<file path="src/rtl/owrs_pkg.sv">
package owrs_pkg;

  typedef enum logic [1:0] {
    ST_IDLE,
    ST_LOW,
    ST_WAIT_HI,
    ST_MON
  } owrs_state_e;

  function automatic int owrs_max(input int a, input int b);
    return (a > b) ? a : b;
  endfunction

  function automatic int owrs_scale(input int val, input int div);
    return owrs_max(1, val / div);
  endfunction

endpackage

</file>
<file path="src/rtl/owrs_sync.sv">
module owrs_sync #(
  parameter int STAGES = 2
) (
  input  logic clk,
  input  logic rst,
  input  logic d,
  output logic q
);
  logic [STAGES-1:0] sh;

  always_ff @(posedge clk) begin
    if (rst) sh <= '1;
    else     sh <= {sh[STAGES-2:0], d};
  end

  assign q = sh[STAGES-1];
endmodule

</file>
<file path="src/rtl/owrs_timer.sv">
module owrs_timer #(
  parameter int W   = 10,
  parameter int MAX = 960
) (
  input  logic         clk,
  input  logic         rst,
  input  logic         clr,
  input  logic         tick,
  output logic [W-1:0] cnt
);
  localparam logic [W-1:0] CMAX = W'(MAX);

  always_ff @(posedge clk) begin
    if (rst || clr)              cnt <= '0;
    else if (tick && cnt != CMAX) cnt <= cnt + 1'b1;
  end
endmodule

</file>
<file path="src/rtl/owrs_limits.sv">
module owrs_limits #(
  parameter int RST_LOW_US  = 480,
  parameter int MIN_BUSY_US = 960,
  parameter int IDLE_US     = 180,
  parameter int ALARM_US    = 3840,
  parameter int OD_DIV      = 8,
  parameter int PW          = 12,
  parameter int TW          = 10,
  parameter int IW          = 8
) (
  input  logic          od,
  output logic [PW-1:0] lim_low,
  output logic [PW-1:0] lim_alarm,
  output logic [TW-1:0] lim_min,
  output logic [IW-1:0] lim_idle
);
  import owrs_pkg::*;

  localparam logic [PW-1:0] N_LOW   = PW'(RST_LOW_US);
  localparam logic [PW-1:0] N_ALARM = PW'(ALARM_US);
  localparam logic [TW-1:0] N_MIN   = TW'(MIN_BUSY_US);
  localparam logic [IW-1:0] N_IDLE  = IW'(IDLE_US);

  generate
    if (OD_DIV > 1) begin : g_od
      localparam logic [PW-1:0] O_LOW   = PW'(owrs_scale(RST_LOW_US, OD_DIV));
      localparam logic [PW-1:0] O_ALARM = PW'(owrs_scale(ALARM_US, OD_DIV));
      localparam logic [TW-1:0] O_MIN   = TW'(owrs_scale(MIN_BUSY_US, OD_DIV));
      localparam logic [IW-1:0] O_IDLE  = IW'(owrs_scale(IDLE_US, OD_DIV));
      assign lim_low   = od ? O_LOW   : N_LOW;
      assign lim_alarm = od ? O_ALARM : N_ALARM;
      assign lim_min   = od ? O_MIN   : N_MIN;
      assign lim_idle  = od ? O_IDLE  : N_IDLE;
    end else begin : g_std
      assign lim_low   = N_LOW;
      assign lim_alarm = N_ALARM;
      assign lim_min   = N_MIN;
      assign lim_idle  = N_IDLE;
    end
  endgenerate
endmodule

</file>
<file path="src/rtl/owire_rst_seq.sv">
module owire_rst_seq #(
  parameter int RST_LOW_US  = 480,
  parameter int MIN_BUSY_US = 960,
  parameter int IDLE_US     = 180,
  parameter int ALARM_US    = 3840,
  parameter int OD_DIV      = 8,
  parameter int SYNC_STAGES = 2
) (
  input  logic clk,
  input  logic rst,
  input  logic us_tick,
  input  logic start,
  input  logic od_sel,
  input  logic bus_in,
  output logic bus_pull,
  output logic busy,
  output logic done,
  output logic present,
  output logic shorted
);
  import owrs_pkg::*;

  localparam int PW = $clog2(owrs_max(ALARM_US, RST_LOW_US) + 1);
  localparam int TW = $clog2(MIN_BUSY_US + 1);
  localparam int IW = $clog2(IDLE_US + 1);

  owrs_state_e   state;
  logic          od_q;
  logic          bus_s;
  logic [PW-1:0] ph_cnt;
  logic [TW-1:0] tot_cnt;
  logic [IW-1:0] id_cnt;
  logic [PW-1:0] lim_low, lim_alarm;
  logic [TW-1:0] lim_min;
  logic [IW-1:0] lim_idle;
  logic          accept, rel_now, alarm_end, mon_ok;

  owrs_sync #(.STAGES(SYNC_STAGES)) u_sync (
    .clk(clk), .rst(rst), .d(bus_in), .q(bus_s)
  );

  owrs_limits #(
    .RST_LOW_US(RST_LOW_US), .MIN_BUSY_US(MIN_BUSY_US), .IDLE_US(IDLE_US),
    .ALARM_US(ALARM_US), .OD_DIV(OD_DIV), .PW(PW), .TW(TW), .IW(IW)
  ) u_lim (
    .od(od_q), .lim_low(lim_low), .lim_alarm(lim_alarm),
    .lim_min(lim_min), .lim_idle(lim_idle)
  );

  assign accept    = (state == ST_IDLE) && start;
  assign rel_now   = (state == ST_LOW) && us_tick && (ph_cnt == lim_low - PW'(1));
  assign alarm_end = us_tick && (ph_cnt == lim_alarm - PW'(1));
  assign mon_ok    = (tot_cnt >= lim_min) && (id_cnt >= lim_idle);

  // phase timer: reset low time, then the alarm wait after release
  owrs_timer #(.W(PW), .MAX(owrs_max(ALARM_US, RST_LOW_US))) u_ph (
    .clk(clk), .rst(rst), .clr(accept || rel_now), .tick(us_tick), .cnt(ph_cnt)
  );

  // total busy time measured from the first pull
  owrs_timer #(.W(TW), .MAX(MIN_BUSY_US)) u_tot (
    .clk(clk), .rst(rst), .clr(accept), .tick(us_tick), .cnt(tot_cnt)
  );

  // continuous idle-high time while monitoring
  owrs_timer #(.W(IW), .MAX(IDLE_US)) u_idle (
    .clk(clk), .rst(rst), .clr((state != ST_MON) || !bus_s),
    .tick(us_tick), .cnt(id_cnt)
  );

  always_ff @(posedge clk) begin
    if (rst) begin
      state    <= ST_IDLE;
      od_q     <= 1'b0;
      bus_pull <= 1'b0;
      busy     <= 1'b0;
      done     <= 1'b0;
      present  <= 1'b0;
      shorted  <= 1'b0;
    end else begin
      done <= 1'b0;
      unique case (state)
        ST_IDLE: begin
          if (start) begin
            state    <= ST_LOW;
            od_q     <= od_sel;
            bus_pull <= 1'b1;
            busy     <= 1'b1;
            present  <= 1'b0;
            shorted  <= 1'b0;
          end
        end
        ST_LOW: begin
          if (rel_now) begin
            bus_pull <= 1'b0;
            state    <= ST_WAIT_HI;
          end
        end
        ST_WAIT_HI: begin
          if (bus_s) begin
            state <= ST_MON;
          end else if (alarm_end) begin
            shorted <= 1'b1;
            done    <= 1'b1;
            busy    <= 1'b0;
            state   <= ST_IDLE;
          end
        end
        ST_MON: begin
          if (!bus_s) begin
            present <= 1'b1;
          end else if (mon_ok) begin
            done  <= 1'b1;
            busy  <= 1'b0;
            state <= ST_IDLE;
          end
        end
        default: state <= ST_IDLE;
      endcase
    end
  end
endmodule

</file>
<file path="config.mk">
export PLATFORM = sky130hd
export DESIGN_NAME = owire_rst_seq
export DESIGN_NICKNAME = d
export VERILOG_FILES = /design/src/rtl/owrs_pkg.sv /design/src/rtl/owrs_sync.sv /design/src/rtl/owrs_timer.sv /design/src/rtl/owrs_limits.sv /design/src/rtl/owire_rst_seq.sv
export SDC_FILE = /design/constraint.sdc
export NUM_CORES = 1
export LEC_CHECK = 0
export ABC_AREA = 1
export BUFFER_PORTS_ARGS = -buffer_cell sky130_fd_sc_hd__buf_4
export CAP_MARGIN = 30
export CORE_MARGIN = 1.5
export CORE_UTILIZATION = 45
export CTS_BUF_LIST = sky130_fd_sc_hd__clkbuf_4
export DETAILED_ROUTE_END_ITERATION = 10
export REMOVE_ABC_BUFFERS = 1
export SLEW_MARGIN = 20
export SYNTH_ARGS = -nofsm -noshare
export SYNTH_HDL_FRONTEND = slang
export SYNTH_HIERARCHICAL = 1
export SYNTH_SLANG_ARGS = --single-unit
</file>
<file path="constraint.sdc">
create_clock -name clk -period 2.2 [get_ports clk]
set_input_delay 0.44 -clock clk [delete_from_list [all_inputs] [get_ports clk]]
set_output_delay 0.44 -clock clk [all_outputs]
set_load 0.1 [all_outputs]
</file>
## After elaboration in Yosys (flattened, before gate mapping)

Index checks and enable logic that the tools add are counted.

| storage, ports and cells | value |
|---|---|
| memories | 0 |
| memory bits (writable) | 0 |
| bits in latches | 0 |
| output and inout port bits | 5 |
| register bits after elaboration | 40 |
| memory bits (read-only) | 0 |

| cells by class | value |
|---|---|
| add/subtract/negate cells | 5 |
| multipliers | 0 |
| order comparisons | 2 |
| bitwise logic cells | 0 |
| mux-type cells | 30 |
| shift-type cells | 0 |
| eq/ne operators | 17 |
| div/mod/pow operators | 0 |
| reduce and logical (&&, ||, !) cells | 25 |

Operators by type and width:

| cell | count |
|---|---|
| $eq A12 B12 Y1 | 2 |
| $sub A12 B1 Y12 const B | 2 |
| $mux W1 | 14 |
| $ne A2 B2 Y1 const B | 7 |
| $add A12 B1 Y12 const B | 1 |
| $mux W12 | 1 |
| $mux W2 | 6 |
| $ne A12 B12 Y1 const B | 1 |
| $add A10 B1 Y10 const B | 1 |
| $ge A10 B10 Y1 | 1 |
| $mux W10 | 1 |
| $ne A10 B10 Y1 const B | 1 |
| $mux W9 | 1 |
| $add A8 B1 Y8 const B | 1 |
| $ge A8 B8 Y1 | 1 |
| $logic_and A1 B1 Y1 | 8 |
| $mux W8 | 1 |
| $ne A8 B8 Y1 const B | 1 |
| $pmux W1 S2 | 4 |
| $pmux W2 S4 | 1 |
| $reduce_and A3 Y1 | 2 |
| $reduce_and A6 Y1 | 1 |
| $reduce_bool A2 Y1 | 3 |
| $logic_or A1 B1 Y1 | 5 |
| 11 further kinds | 12 |

## Longest topological paths before layout

| depth | value |
|---|---|
| depth after elaboration | 7 |
| gate-level depth with buffers | 18 |

## Hierarchy

Netlist, hierarchy kept.

By module, submodules not included:

| module | area an instance (um^2) | cells each | times used |
|---|---|---|---|
| owire_rst_seq | 1,880.6 | 351 | 1 |
| owrs_timer at u_ph | 832.0 | 129 | 1 |
| owrs_timer at u_tot | 638.1 | 91 | 1 |
| owrs_timer at u_idle | 474.2 | 69 | 1 |
| owrs_limits | 319.1 | 44 | 1 |
| owrs_sync | 58.8 | 7 | 1 |

## Least setup slack after synthesis

No wires, ideal clock.

| timing | value |
|---|---|
| path kind | flip-flop to flip-flop |
| from | register od_q |
| to | register busy |
| arrival | 1.853 ns |
| required time | 2.080 ns |
| path slack | 0.226 ns |
| stages on the path, launching flop included | 14 |
| setup time | 0.120 ns |
| path through | dfxtp_1 > inv_1 > buf_4 > inv_1 > ha_1 > nand2_1 > nor2_1 > o211ai_1 > o2111ai_1 > nand2_1 > nand2_1 > nand3_1 > nand2_1 > a21oi_1 |

| between the ends | value |
|---|---|
| longest elaborated chain between the ends | 6 |

RTL lines:

| element | line | source |
|---|---|---|
| start: declaration | owire_rst_seq.sv:28 | `logic od_q;` |
| start signal: assignment | owire_rst_seq.sv:86 | `od_q <= od_sel;` |
| $mux W12 | owrs_limits.sv:31 | `assign lim_alarm = od ? O_ALARM : N_ALARM;` |
| net lim_alarm[9] | owire_rst_seq.sv:33 | `logic [PW-1:0] lim_low, lim_alarm;` |
| $sub A12 B1 Y12 | owire_rst_seq.sv:52 | `assign alarm_end = us_tick && (ph_cnt == lim_alarm - PW'(1));` |
| $eq A12 B12 Y1 | owire_rst_seq.sv:52 |  |
| $logic_and A1 B1 Y1 | owire_rst_seq.sv:52 |  |
| $ne A2 B2 Y1 (no line) | -- |  |
| $reduce_and A6 Y1 (no line) | -- |  |
| end signal: assignment | owire_rst_seq.sv:76 | `busy <= 1'b0;` |
| end signal: assignment | owire_rst_seq.sv:88 | `busy <= 1'b1;` |
| end signal: assignment | owire_rst_seq.sv:105 | `busy <= 1'b0;` |
| end: declaration | owire_rst_seq.sv:16 | `output logic busy,` |

The timed path passes the listed nets, and every way through them passes these cells.
A chain may end at the register's enable or synchronous reset.

## Worst setup path in the final report

| timing | value |
|---|---|
| from | register od_q |
| to | register busy |

| between the ends | value |
|---|---|
| longest elaborated chain between the ends | 6 |

RTL lines:

| element | line |
|---|---|
| $mux W12 | owrs_limits.sv:31 |
| $sub A12 B1 Y12 | owire_rst_seq.sv:52 |
| $eq A12 B12 Y1 | owire_rst_seq.sv:52 |
| $logic_and A1 B1 Y1 | owire_rst_seq.sv:52 |
| $ne A2 B2 Y1 (no line) | -- |
| $reduce_and A6 Y1 (no line) * | -- |

Every way passes the cells marked *; elsewhere a longest branch is shown, timed or not.

==> impl_metrics.py <==
metrics = {
    "setup_path": {
        "arrival_ns": 2.29,
        "required_ns": 2.45,
        "cp-end-kind": "flop",
        "path_class": "flop to flop",
        "max_stage_delay_ns": 0.34,
        "r2r-start": "od_q",
        "crit_start": "od_q",
        "critical_path.cell_chain": "buf_4 > buf_4 > inv_1 > nand2_1 > nor2_1 > nand3_1 > nand3_1 > nand2_1 > nor2_2 > nand4_2 > nand2_1 > nand3_1 > nand2_1 > a21oi_1",
        "critPathSlowestCell": "dfxtp_1",
        "startpoint_type": "flop",
        "crit_fanout": 11,
        "path_common_cell": "nand2_1",
    },
    "place": {
        "port_buffers": 10,
        "placed_area_um2": 4250,
        "dpl.hpwl_um": 7440,
        "gp_congestion": 0.891,
        "dp_slack_ns": 0.174,
    },
    "cts": {
        "postCtsHoldBufs": 0,
        "clockRootBuffer": "clkbuf_4",
        "clk_latency_ns": 0.35,
        "post_cts_resized": 0,
        "cts_buffer_depth": 2,
        "tritoncts": "built",
        "numCtsBuffers": 5,
        "cts_setup_buffers": 0,
        "clk_pin_slew_worst_paths_ns": 0.14,
        "cts.htree.levels": 2,
        "cts.sinks": 40,
    },
    "routing": {
        "routed-wl-met2_um": 4220,
        "drc": 0,
        "wl_per_cell_um": 11.4,
        "wl_met3_um": 314,
        "dr.max_layer_used": "met4",
        "drt_iter0_markers": 164,
        "avgViaCountPerCell": 4.86,
        "ant_nets": 0,
        "wl_met1_um": 4610,
        "wl_um": 9250,
        "first_pass_iters": 4,
        "vias": 3933,
    },
    "worst_hold_path": {
        "min-delay-start": "bus_in",
        "worst_hold_path_type": "input port to flop",
    },
    "layout": {
        "area_delta_synth_final_pct": 3.24,
        "multi_input_area_um2": 2730,
        "seqCellArea_um2": 801,
        "design_area_um2": 4340,
        "drive_above_1_share_pct": 12.8,
        "mostFrequentLayoutCells": "190 x nand2_1, 103 x inv_1, 85 x nor2_1",
        "num_antenna_cells": 0,
        "final_nets": 729,
        "final_common_cell": "nand2_1",
        "finish.utilization_pct": 47.4,
        "fill_cells": 949,
    },
    "grt": {
        "antenna_found_initial": 0,
        "grt_max_degree": 24,
        "grt_usage_pct": 19.2,
        "grt_pass1_wl_um": 15600,
        "overflow": 0,
        "grt_pass1_vias": 3416,
    },
    "sta": {
        "finalHoldViolCount": 0,
        "setup_viol": 0,
        "rsz0062_at_grt": "no",
        "setup_slack_ns": 0.159,
        "fmax_ghz": 0.490,
        "min_period_ns": 2.04,
        "tns_ns": 0,
        "fin_worst_skew_ns": 0.0184,
        "slew_violations": 0,
        "timing.final.crit_share_pct": 92.8,
    },
    "floorplan": {
        "io_pins": 11,
        "die_w_um": 99.6,
        "core_area_um2": 9150,
        "die_y_um": 99.6,
        "start_util_pct": 45.9,
        "dieArea_um2": 9930,
        "row_count": 35,
    },
    "logic_synthesis": {
        "synthSimpleGateAreaFrac_pct": 42.5,
        "syn_avg_cell_area_um2": 6.08,
        "ys_ff_latch": 40,
        "synth_compound_area_share_pct": 7.50,
        "synth_top_family_by_area": "simple AND/OR/NAND/NOR gates",
        "synth_seq_area_share_pct": 19.1,
        "yosysWarningCount": 6,
        "syn_inst": 691,
        "yosys.area_share.adder_pct": 7.74,
        "syn_area_um2": 4200,
        "yosys.area_share.xor_xnor_pct": 5.21,
        "synth.distinct_cells": 37,
        "synth_mux_area_share_pct": 0,
    },
    "outcome": {
        "status": "finished clean",
    },
    "pwr": {
        "ir_drop_v": 0.000380,
        "powerDensity_nw_per_um2": 532,
        "leakagePower_nw": 2.12,
        "total_power_mw": 2.31,
    },
    "flow_run": {
        "cap_viol_max_count": 0,
    },
}
synth_stat cells:
library cell  instances  area (µm²)
buf_6                 1        11.3
nor3_2                1        10.0
nand2_2              12        75.1
nand3b_1              3        22.5
a21oi_1              29         145
inv_2                 5        18.8
nor3_1                4        20.0
a211oi_1              1        7.51
nor2_4                6        67.6
clkbuf_8              1        13.8
a21oi_2               2        17.5
o21ai_1               7        35.0
o2111ai_1             2        17.5
o21a_1                1        7.51
nand3_2               2        20.0
nand4_2               1        12.5
o21ai_0               7        35.0
nand4_1              12        75.1
inv_1               103         387
conb_1                2        7.51
a21oi_4               1        16.3
clkinv_1              3        11.3
nand3_1              48         240
ha_1                 26         325
nand2_1             190         713
nand3b_4              1        20.0
nand3_4               1        17.5
a21boi_2              1        11.3
o211ai_1              2        15.0
buf_4                41         308
nor2_1               86         323
a21o_1                1        7.51
xor2_1               17         149
nand2_4               5        56.3
xnor2_1               8        70.1
nor2_2               18         113
dfxtp_1              40         801
final cells by class:
| class | count | share of cell area [%] |
|---|---|---|
| Timing Repair Buffer | 23 | 3.98 |
| Clock inverter | 3 | 1.07 |
| Multi-Input combinational cell | 516 | 62.8 |
| Tap cell | 111 | 3.20 |
| Inverter | 111 | 9.60 |
| Sequential cell | 40 | 18.5 |
| Clock buffer | 5 | 0.865 |
cell families (layout without fill, tap and decap cells):
group	Yosys count	after routing
simple gates	390	390
xor+xnor	25	25
fa+ha+maj	26	26
other cells	2	21
buf+inv	154	142
compound gates	54	54
flops	40	40
worst max-delay path: cells and delay by family (launching register included):
kind	cells	cell delay [ns]
buffers and inverters	3	0.47
DFF	1	0.34
AOI/OAI and AO/OA	1	0.06
and+or+nand+nor	10	1.08
per-layer routing:
| layer | track usage (%) | vias to the layer above |
|---|---|---|
| met3 | 1.90 | 8 |
| met1 | 27.1 | 1742 |
| met2 | 31.8 | 75 |
| li1 | - | 2108 |
| met5 | 0 | - |
| met4 | 4.33 | 0 |
power breakdown:
group	leakage [nW]	internal [mW]	switching, mW	total [mW]
sequential	0.325	0.771	0.0609	0.832
combinational	1.76	0.316	0.641	0.957
clock	0.0418	0.243	0.275	0.518
worst paths after layout:
| path | endpoint | slack (ns) | cells after the start |
|---|---|---|---|
| worst max register to register | busy | 0.16 | 14 |
| worst max-delay path | busy | 0.16 | 14 |
| worst min-delay path | u_sync/sh[0] | 0.25 | 3 |
| worst min register to register | u_sync/sh[1] | 0.43 | 2 |
metrics by stage:
step                hold WS (ns)  cells
CTS                        0.230    809
finish                     0.254    809
detailed placement         0.401    801
floorplan                  0.387    667
global route               0.234    809
global placement           0.393    801
state kept, by name, summed over array words and instances (netlist names):
register    cells
done            1
state           2
busy            1
bus_pull        1
u_idle/cnt      8
od_q            1
u_tot/cnt      10
u_ph/cnt       12
shorted         1
u_sync/sh       2
present         1
(Power assumes the default switching activity.)
